File: config.mk
export PLATFORM = sky130hd
export DESIGN_NAME = prog_entry_detector
export DESIGN_NICKNAME = d
export VERILOG_FILES = /design/src/rtl/pme_pkg.sv /design/src/rtl/pme_sync.sv /design/src/rtl/pme_seq.sv /design/src/rtl/pme_clr_gate.sv /design/src/rtl/prog_entry_detector.sv
export SDC_FILE = /design/constraint.sdc
export NUM_CORES = 1
export LEC_CHECK = 0
export ABC_AREA = 1
export BUFFER_PORTS_ARGS = -buffer_cell sky130_fd_sc_hd__buf_2
export CORE_UTILIZATION = 40
export CTS_CLUSTER_DIAMETER = 80
export DETAILED_ROUTE_END_ITERATION = 7
export SETUP_SLACK_MARGIN = 0.02
export SYNTH_ARGS = -nofsm -noshare
export SYNTH_HDL_FRONTEND = slang
export SYNTH_SLANG_ARGS = --single-unit
export TNS_END_PERCENT = 50
File: constraint.sdc
create_clock -name clk -period 1.68 [get_ports clk]
set_clock_uncertainty 0.2 [all_clocks]
set_input_delay 0.168 -clock clk [delete_from_list [all_inputs] [get_ports clk]]
set_output_delay 0.168 -clock clk [all_outputs]
set_load 0.03 [all_outputs]
File: src/rtl/pme_pkg.sv
package pme_pkg;

   // bit positions inside the packed pin vector
   localparam int PIN_HI    = 0;
   localparam int PIN_HV    = 1;
   localparam int PIN_EN    = 2;
   localparam int PIN_CLK   = 3;
   localparam int PIN_DAT   = 4;
   localparam int PIN_COUNT = 5;

   typedef enum logic [2:0] {
      ST_RUN      = 3'd0,  // normal operation
      ST_QUIET    = 3'd1,  // all lines low, enable low
      ST_QUIET_EN = 3'd2,  // lines low but enable already high
      ST_ARMED    = 3'd3,  // enable rose after a clean quiet start
      ST_PROG_LV  = 3'd4,
      ST_PROG_HV  = 3'd5
   } pme_state_e;

   typedef enum logic [1:0] {
      MODE_NONE = 2'b00,
      MODE_LV   = 2'b01,
      MODE_HV   = 2'b10
   } pme_mode_e;

endpackage

File: src/rtl/pme_sync.sv
module pme_sync #(
   parameter int WIDTH  = 5,
   parameter int STAGES = 2
) (
   input  logic             clk,
   input  logic             rst_n,
   input  logic [WIDTH-1:0] din,
   output logic [WIDTH-1:0] dout
);

   logic [WIDTH-1:0] chain [STAGES];

   for (genvar g = 0; g < STAGES; g++) begin : g_stage
      if (g == 0) begin : g_first
         always_ff @(posedge clk or negedge rst_n) begin
            if (!rst_n) chain[g] <= '0;
            else        chain[g] <= din;
         end
      end else begin : g_next
         always_ff @(posedge clk or negedge rst_n) begin
            if (!rst_n) chain[g] <= '0;
            else        chain[g] <= chain[g-1];
         end
      end
   end

   assign dout = chain[STAGES-1];

endmodule

File: src/rtl/pme_seq.sv
module pme_seq
   import pme_pkg::*;
(
   input  logic                 clk,
   input  logic                 rst_n,
   input  logic [PIN_COUNT-1:0] pins,
   input  logic                 lv_allow,
   output pme_state_e           state,
   output logic [1:0]           mode,
   output logic                 active
);

   logic hi, hv, en, lines_low, all_low;
   pme_state_e nxt;

   assign hi        = pins[PIN_HI];
   assign hv        = pins[PIN_HV];
   assign en        = pins[PIN_EN];
   assign lines_low = !pins[PIN_CLK] && !pins[PIN_DAT];
   assign all_low   = lines_low && !hi && !hv;

   always_comb begin
      nxt = state;
      unique case (state)
         ST_RUN: begin
            if (all_low) nxt = en ? ST_QUIET_EN : ST_QUIET;
         end
         ST_QUIET: begin
            if (hv && lines_low)      nxt = ST_PROG_HV;
            else if (hi || !lines_low) nxt = ST_RUN;
            else if (en)              nxt = ST_ARMED;
         end
         ST_QUIET_EN: begin
            if (hv && lines_low)      nxt = ST_PROG_HV;
            else if (hi || !lines_low) nxt = ST_RUN;
            else if (!en)             nxt = ST_QUIET;
         end
         ST_ARMED: begin
            if (hv && lines_low)  nxt = ST_PROG_HV;
            else if (!lines_low)  nxt = ST_RUN;
            else if (hi)          nxt = (lv_allow && en) ? ST_PROG_LV : ST_RUN;
            else if (!en)         nxt = ST_QUIET;
         end
         ST_PROG_LV, ST_PROG_HV: begin
            if (!hi && !hv) nxt = ST_RUN;
         end
         default: nxt = ST_RUN;
      endcase
   end

   always_ff @(posedge clk or negedge rst_n) begin
      if (!rst_n) state <= ST_RUN;
      else        state <= nxt;
   end

   always_comb begin
      unique case (state)
         ST_PROG_LV: mode = MODE_LV;
         ST_PROG_HV: mode = MODE_HV;
         default:    mode = MODE_NONE;
      endcase
   end

   assign active = (state == ST_PROG_LV) || (state == ST_PROG_HV);

endmodule

File: src/rtl/pme_clr_gate.sv
module pme_clr_gate
   import pme_pkg::*;
#(
   parameter bit REGISTERED = 1'b1
) (
   input  logic       clk,
   input  logic       rst_n,
   input  pme_state_e state,
   input  logic       req,
   output logic       clr
);

   logic grant;
   assign grant = req && (state == ST_PROG_HV);

   if (REGISTERED) begin : g_reg
      always_ff @(posedge clk or negedge rst_n) begin
         if (!rst_n) clr <= 1'b0;
         else        clr <= grant;
      end
   end else begin : g_comb
      logic unused_clk;
      assign unused_clk = clk ^ rst_n;
      assign clr = grant;
   end

endmodule

File: src/rtl/prog_entry_detector.sv
module prog_entry_detector
   import pme_pkg::*;
#(
   parameter int SYNC_STAGES    = 2,
   parameter bit CLR_REGISTERED = 1'b1
) (
   input  logic       clk,
   input  logic       rst_n,
   input  logic       rst_pin_high,
   input  logic       rst_pin_hv,
   input  logic       lv_en_pin,
   input  logic       pgm_clk_pin,
   input  logic       pgm_dat_pin,
   input  logic       cfg_lv_allow,
   input  logic       clr_lv_req,
   output logic       prog_active,
   output logic [1:0] prog_mode,
   output logic       cfg_lv_clr
);

   if (SYNC_STAGES < 2) begin : g_bad_sync
      $error("SYNC_STAGES must be at least 2");
   end

   logic [PIN_COUNT-1:0] raw_pins, sync_pins;
   pme_state_e           state;

   always_comb begin
      raw_pins          = '0;
      raw_pins[PIN_HI]  = rst_pin_high;
      raw_pins[PIN_HV]  = rst_pin_hv;
      raw_pins[PIN_EN]  = lv_en_pin;
      raw_pins[PIN_CLK] = pgm_clk_pin;
      raw_pins[PIN_DAT] = pgm_dat_pin;
   end

   pme_sync #(.WIDTH(PIN_COUNT), .STAGES(SYNC_STAGES)) u_sync (
      .clk  (clk),
      .rst_n(rst_n),
      .din  (raw_pins),
      .dout (sync_pins)
   );

   pme_seq u_seq (
      .clk     (clk),
      .rst_n   (rst_n),
      .pins    (sync_pins),
      .lv_allow(cfg_lv_allow),
      .state   (state),
      .mode    (prog_mode),
      .active  (prog_active)
   );

   pme_clr_gate #(.REGISTERED(CLR_REGISTERED)) u_clr (
      .clk  (clk),
      .rst_n(rst_n),
      .state(state),
      .req  (clr_lv_req),
      .clr  (cfg_lv_clr)
   );

endmodule

### After elaboration in Yosys (flattened, before gate mapping)

Cells that the tools add are included.
W data, S select, Z words.

| storage, ports and cells | value |
|---|---|
| flip-flop bits (word level) | 14 |
| bits of input ports | 9 |
| output and inout port bits | 4 |
| logic and storage cells | 44 |

| operators by class | value |
|---|---|
| equal/unequal tests | 8 |
| muxes and demuxes | 15 |
| reduce and logical (&&, ||, !) cells | 17 |

Operators with widths:

| kind | number |
|---|---|
| $mux W3 | 12 |
| $pmux W3 S5 | 1 |
| $logic_and A1 B1 Y1 | 7 |
| $eq A3 B2 Y1 const B | 2 |
| $eq A3 B3 Y1 const B | 2 |
| $logic_not A1 Y1 | 5 |
| $ne A2 B1 Y1 const B | 2 |
| $ne A4 B2 Y1 const B | 1 |
| $pmux W2 S2 | 1 |
| $eq A3 B1 Y1 const B | 1 |
| $logic_not A3 Y1 | 1 |
| $reduce_and A3 Y1 | 1 |
| $logic_or A1 B1 Y1 | 2 |
| $mux W2 | 1 |
| $reduce_or A2 Y1 | 1 |

### Longest topological paths before layout

| logic depth | value |
|---|---|
| word-level depth | 7 |
| depth in mapped cells | 8 |
| gate-level depth less buffers | 8 |

### Hierarchy

A second synthesis with hierarchy kept.

| unflattened totals | value |
|---|---|
| cells, all modules | 78 |
| area, all modules | 660.6 sq um |

By module, submodules not included:

| module | times used | cells each | area an instance (sq um) | seq. area each (sq um) |
|---|---|---|---|---|
| pme_seq | 1 | 58 | 330.3 | 75.1 |
| pme_sync | 1 | 15 | 287.8 | 250.2 |
| pme_clr_gate | 1 | 5 | 42.5 | 25.0 |

### Worst setup path before layout

OpenSTA, ideal clock, no wires.

| timing | value |
|---|---|
| kind | register to output |
| start | reg u_seq.state[2] |
| end | out prog_mode[0] |
| arrival time | 1.186 ns |
| required time | 1.312 ns |
| path slack | 0.126 ns |
| cell stages (with the launch flop) | 5 |
| path buffers | 0 |
| cell sequence | dfrtp_1 inv_2 nor2_4 inv_1 nor2_1 |

| between the ends | value |
|---|---|
| longest elaborated chain between the ends | 2 |
| elaborated cells between the ends (all ways) | 3 |
| those cells by class | eq/ne (2); mux (1) |

RTL lines:

| item | RTL line | RTL |
|---|---|---|
| start: declaration | pme_seq.sv:8 | `output pme_state_e state,` |
| start signal: assignment | pme_seq.sv:53 | `else state <= nxt;` |
| $eq A3 B3 Y1 | pme_seq.sv:57 | `unique case (state)` |
| $pmux W2 S2 (*) | pme_seq.sv:57 |  |
| end: declaration | prog_entry_detector.sv:17 | `output logic [1:0] prog_mode,` |

Every way passes the cells marked *; elsewhere a longest branch is shown, timed or not.

### Final worst setup path

| timing | value |
|---|---|
| start | reg u_seq.state[2] |
| end | out prog_mode[1] |

Same word-level chain as after synthesis.

==> results_dict.tcl <==
set metrics [dict create \
    outcome "finished, final reports clean" \
    cts_root_buf "clkbuf_4" \
    rsz0062_at_grt "true" \
    cts.path.max_buffers 2 \
    die_w_um 41.9 \
    vias 541 \
    grt_use_total 0.156 \
    stdcell_count 114 \
    crit_slowest_cell "dfrtp_1" \
    drv_cap 0 \
    syn-num-nets 81 \
    die_h_um 41.9 \
    cts_buffers 3 \
    yosysUniqueCellTypes 18 \
    placed_area_um2 716 \
    grt_first_pass_wirelength_um 2060 \
    crit_top_cell "inv_2" \
    synth_ff_type "dfrtp_1" \
    rows 14 \
    cp_num_buf_inv 3 \
    dr.pass1.iters 4 \
    layout-drive-gt1-share 0.357 \
    slew_violations 0 \
    clk_latency_ns 0.27 \
    p_leak_nw 0.438 \
    cts_tree "built" \
    initial_utilization 0.427 \
    placed_cells 100 \
    tns_ns 0 \
    grt_pass1_vias 486 \
    cp.arrival_ns 1.25 \
    ys_seq_area_frac 0.551 \
    synth-edff-count 0 \
    clk_pin_slew_worst_paths_ns 0.08 \
    power_density_mw_per_mm2 1410 \
    dp_hpwl_um 819 \
    critPathMaxFanout 5 \
    worst_path_dominant_cell_family "flip-flops" \
    fill_cells 124 \
    syn_avg_cell_area_um2 8.83 \
    post-route-min-period_ns 1.62 \
    place_congestion 0.813 \
    fin_area_um2 858 \
    max_stage_delay_ns 0.43 \
    holdCritPathClass "input pin to asynchronous set/reset pin" \
    ys_seq_elements 14 \
    dr.first_iter.drc_count 13 \
    io_pins 13 \
    grt_max_degree 15 \
    cp-start-kind "flop" \
    finalHoldViolCount 0 \
    ant_nets 0 \
    cts.sinks 14 \
    slew_headroom 0.797 \
    htreeDepth 1 \
    yosys_warnings 0 \
    areaGrowthSynthToFinish_pct 35.0 \
    antenna_found_initial 0 \
    overflow 0 \
    cp-end-kind "primary output" \
    crit_chain "inv_2 -> nor2_4 -> inv_2 -> nor2_2 -> buf_4" \
    wl_um 1190 \
    die_area_mm2 0.00175 \
    crit_type "flop to primary output" \
    drcViolationCount 0 \
    setup_violations 0 \
    async_reset_ff_frac 1.00 \
    fin_nets 108 \
    synthCells 72 \
    cp.required_ns 1.31 \
    core_mm2 0.00149 \
    wl_per_cell_um 10.4 \
    ir_drop_uv 759 \
    tightest_slew_ns 0.305 \
    viasPerCell 4.75 \
    diodes 0 \
    synth.cell_area_um2 636 \
    finalCritPeriodShare 0.963 \
    fmax_mhz 618 \
    io_buffers 12 \
]
-- stage by stage --
stage	util	setup slack, ns	power, W	hold WS, ns
after floorplan	-	0.126	0.000799	-0.328
after global placement	0.481	0.310	0.000898	-0.125
after detailed placement	0.481	0.322	0.000896	-0.124
after CTS	0.552	0.0461	0.00114	0.121
after global routing	0.576	0.00394	0.00130	0.146
final	0.576	0.0615	0.00121	0.118
-- registers in the layout, indices dropped and copies added, names as in the netlist --
register / count
u_clr.clr: 1
u_seq.state: 3
u_sync.dout: 5
u_sync.chain: 5
-- layout by cell type (no fill, tap or decap), types with 3 or more instances in the layout --
master and n:
nand4_1 4, nor2_2 3, nand2_1 17, nand3_1 5, clkbuf_4 3, inv_2 6, dlygate4sd3_1 7, buf_4 4
nor2_1 7, dfrtp_1 14, buf_2 10
-- report_power, final --
part	switching (W)	leakage [nW]	total, W	internal (W)
sequential	0.0000677	0.170	0.000451	0.000383
combinational	0.000310	0.246	0.000528	0.000218
clock	0.0000982	0.0210	0.000230	0.000131
total	0.000476	0.438	0.00121	0.000733
-- cells in the mapped netlist (2+ instances only) --
master | n | area [um2]
nand3_2 | 2 | 20.0
nand2_2 | 2 | 12.5
dfrtp_1 | 14 | 350
nor2_4 | 2 | 22.5
nand3_1 | 5 | 25.0
nand2_1 | 17 | 63.8
inv_1 | 3 | 11.3
inv_2 | 5 | 18.8
nand4_1 | 4 | 25.0
o21ai_1 | 2 | 10.0
nor2_1 | 9 | 33.8
-- final timing paths --
| kind | startpoint | to | slack (ns) | cells past startpoint |
|---|---|---|---|---|
| worst max-delay path | u_seq.state[2]$_DFFE_PN0P_ | prog_mode[1] | 0.06 | 5 |
| worst min-delay path | rst_n | u_sync.chain[5]$_DFF_PN0_ | 0.12 | 2 |
| worst max register to register | u_seq.state[2]$_DFFE_PN0P_ | u_seq.state[0]$_DFFE_PN0P_ | 0.27 | 7 |
| worst min register to register | u_sync.chain[8]$_DFF_PN0_ | u_sync.dout[3]$_DFF_PN0_ | 0.15 | 0 |
| max in group asynchronous | rst_n | u_sync.dout[1]$_DFF_PN0_ | 0.93 | 2 |
| min in group clk | cfg_lv_allow | u_seq.state[2]$_DFFE_PN0P_ | 0.12 | 7 |
-- per-layer routing --
| layer | global-route usage | wire, um | part of all wire |
|---|---|---|---|
| met5 | 0 | 0 | 0 |
| met4 | 0.0774 | 18 | 0.015 |
| met3 | 0.0391 | 27 | 0.023 |
| met2 | 0.225 | 528 | 0.45 |
| met1 | 0.219 | 612 | 0.52 |
-- worst reg2reg max path: cells and delay by family, from the launching register on --
kind	cells	cell delay, ns
compound gates	2	0.19
buf+inv	2	0.25
flops	1	0.43
simple gates	3	0.21
-- logic make-up after synthesis --
kind of cell    Yosys count  synth area share
simple gates             45             0.356
buf+inv                   8            0.0472
flops                    14             0.551
compound gates            5            0.0453
-- final cells by class --
class | count | area [um2] | share of cell area
clock buffer | 4 | 36.3 | 0.0423
inverter | 8 | 30.0 | 0.0350
multi-input combinational | 50 | 260 | 0.303
sequential | 14 | 350 | 0.408
tap | 16 | 20.0 | 0.0233
timing repair buffer | 22 | 161 | 0.188
-- what timing repair did --
action                                 4_1_cts  5_1_grt
endpoints found under the hold margin       20        0
setup buffers                                0        3
setup endpoints to repair                    0        2
hold buffers                                 7        0
resized for setup                            0        8
No activity file was read; power rests on OpenSTA's default activity.
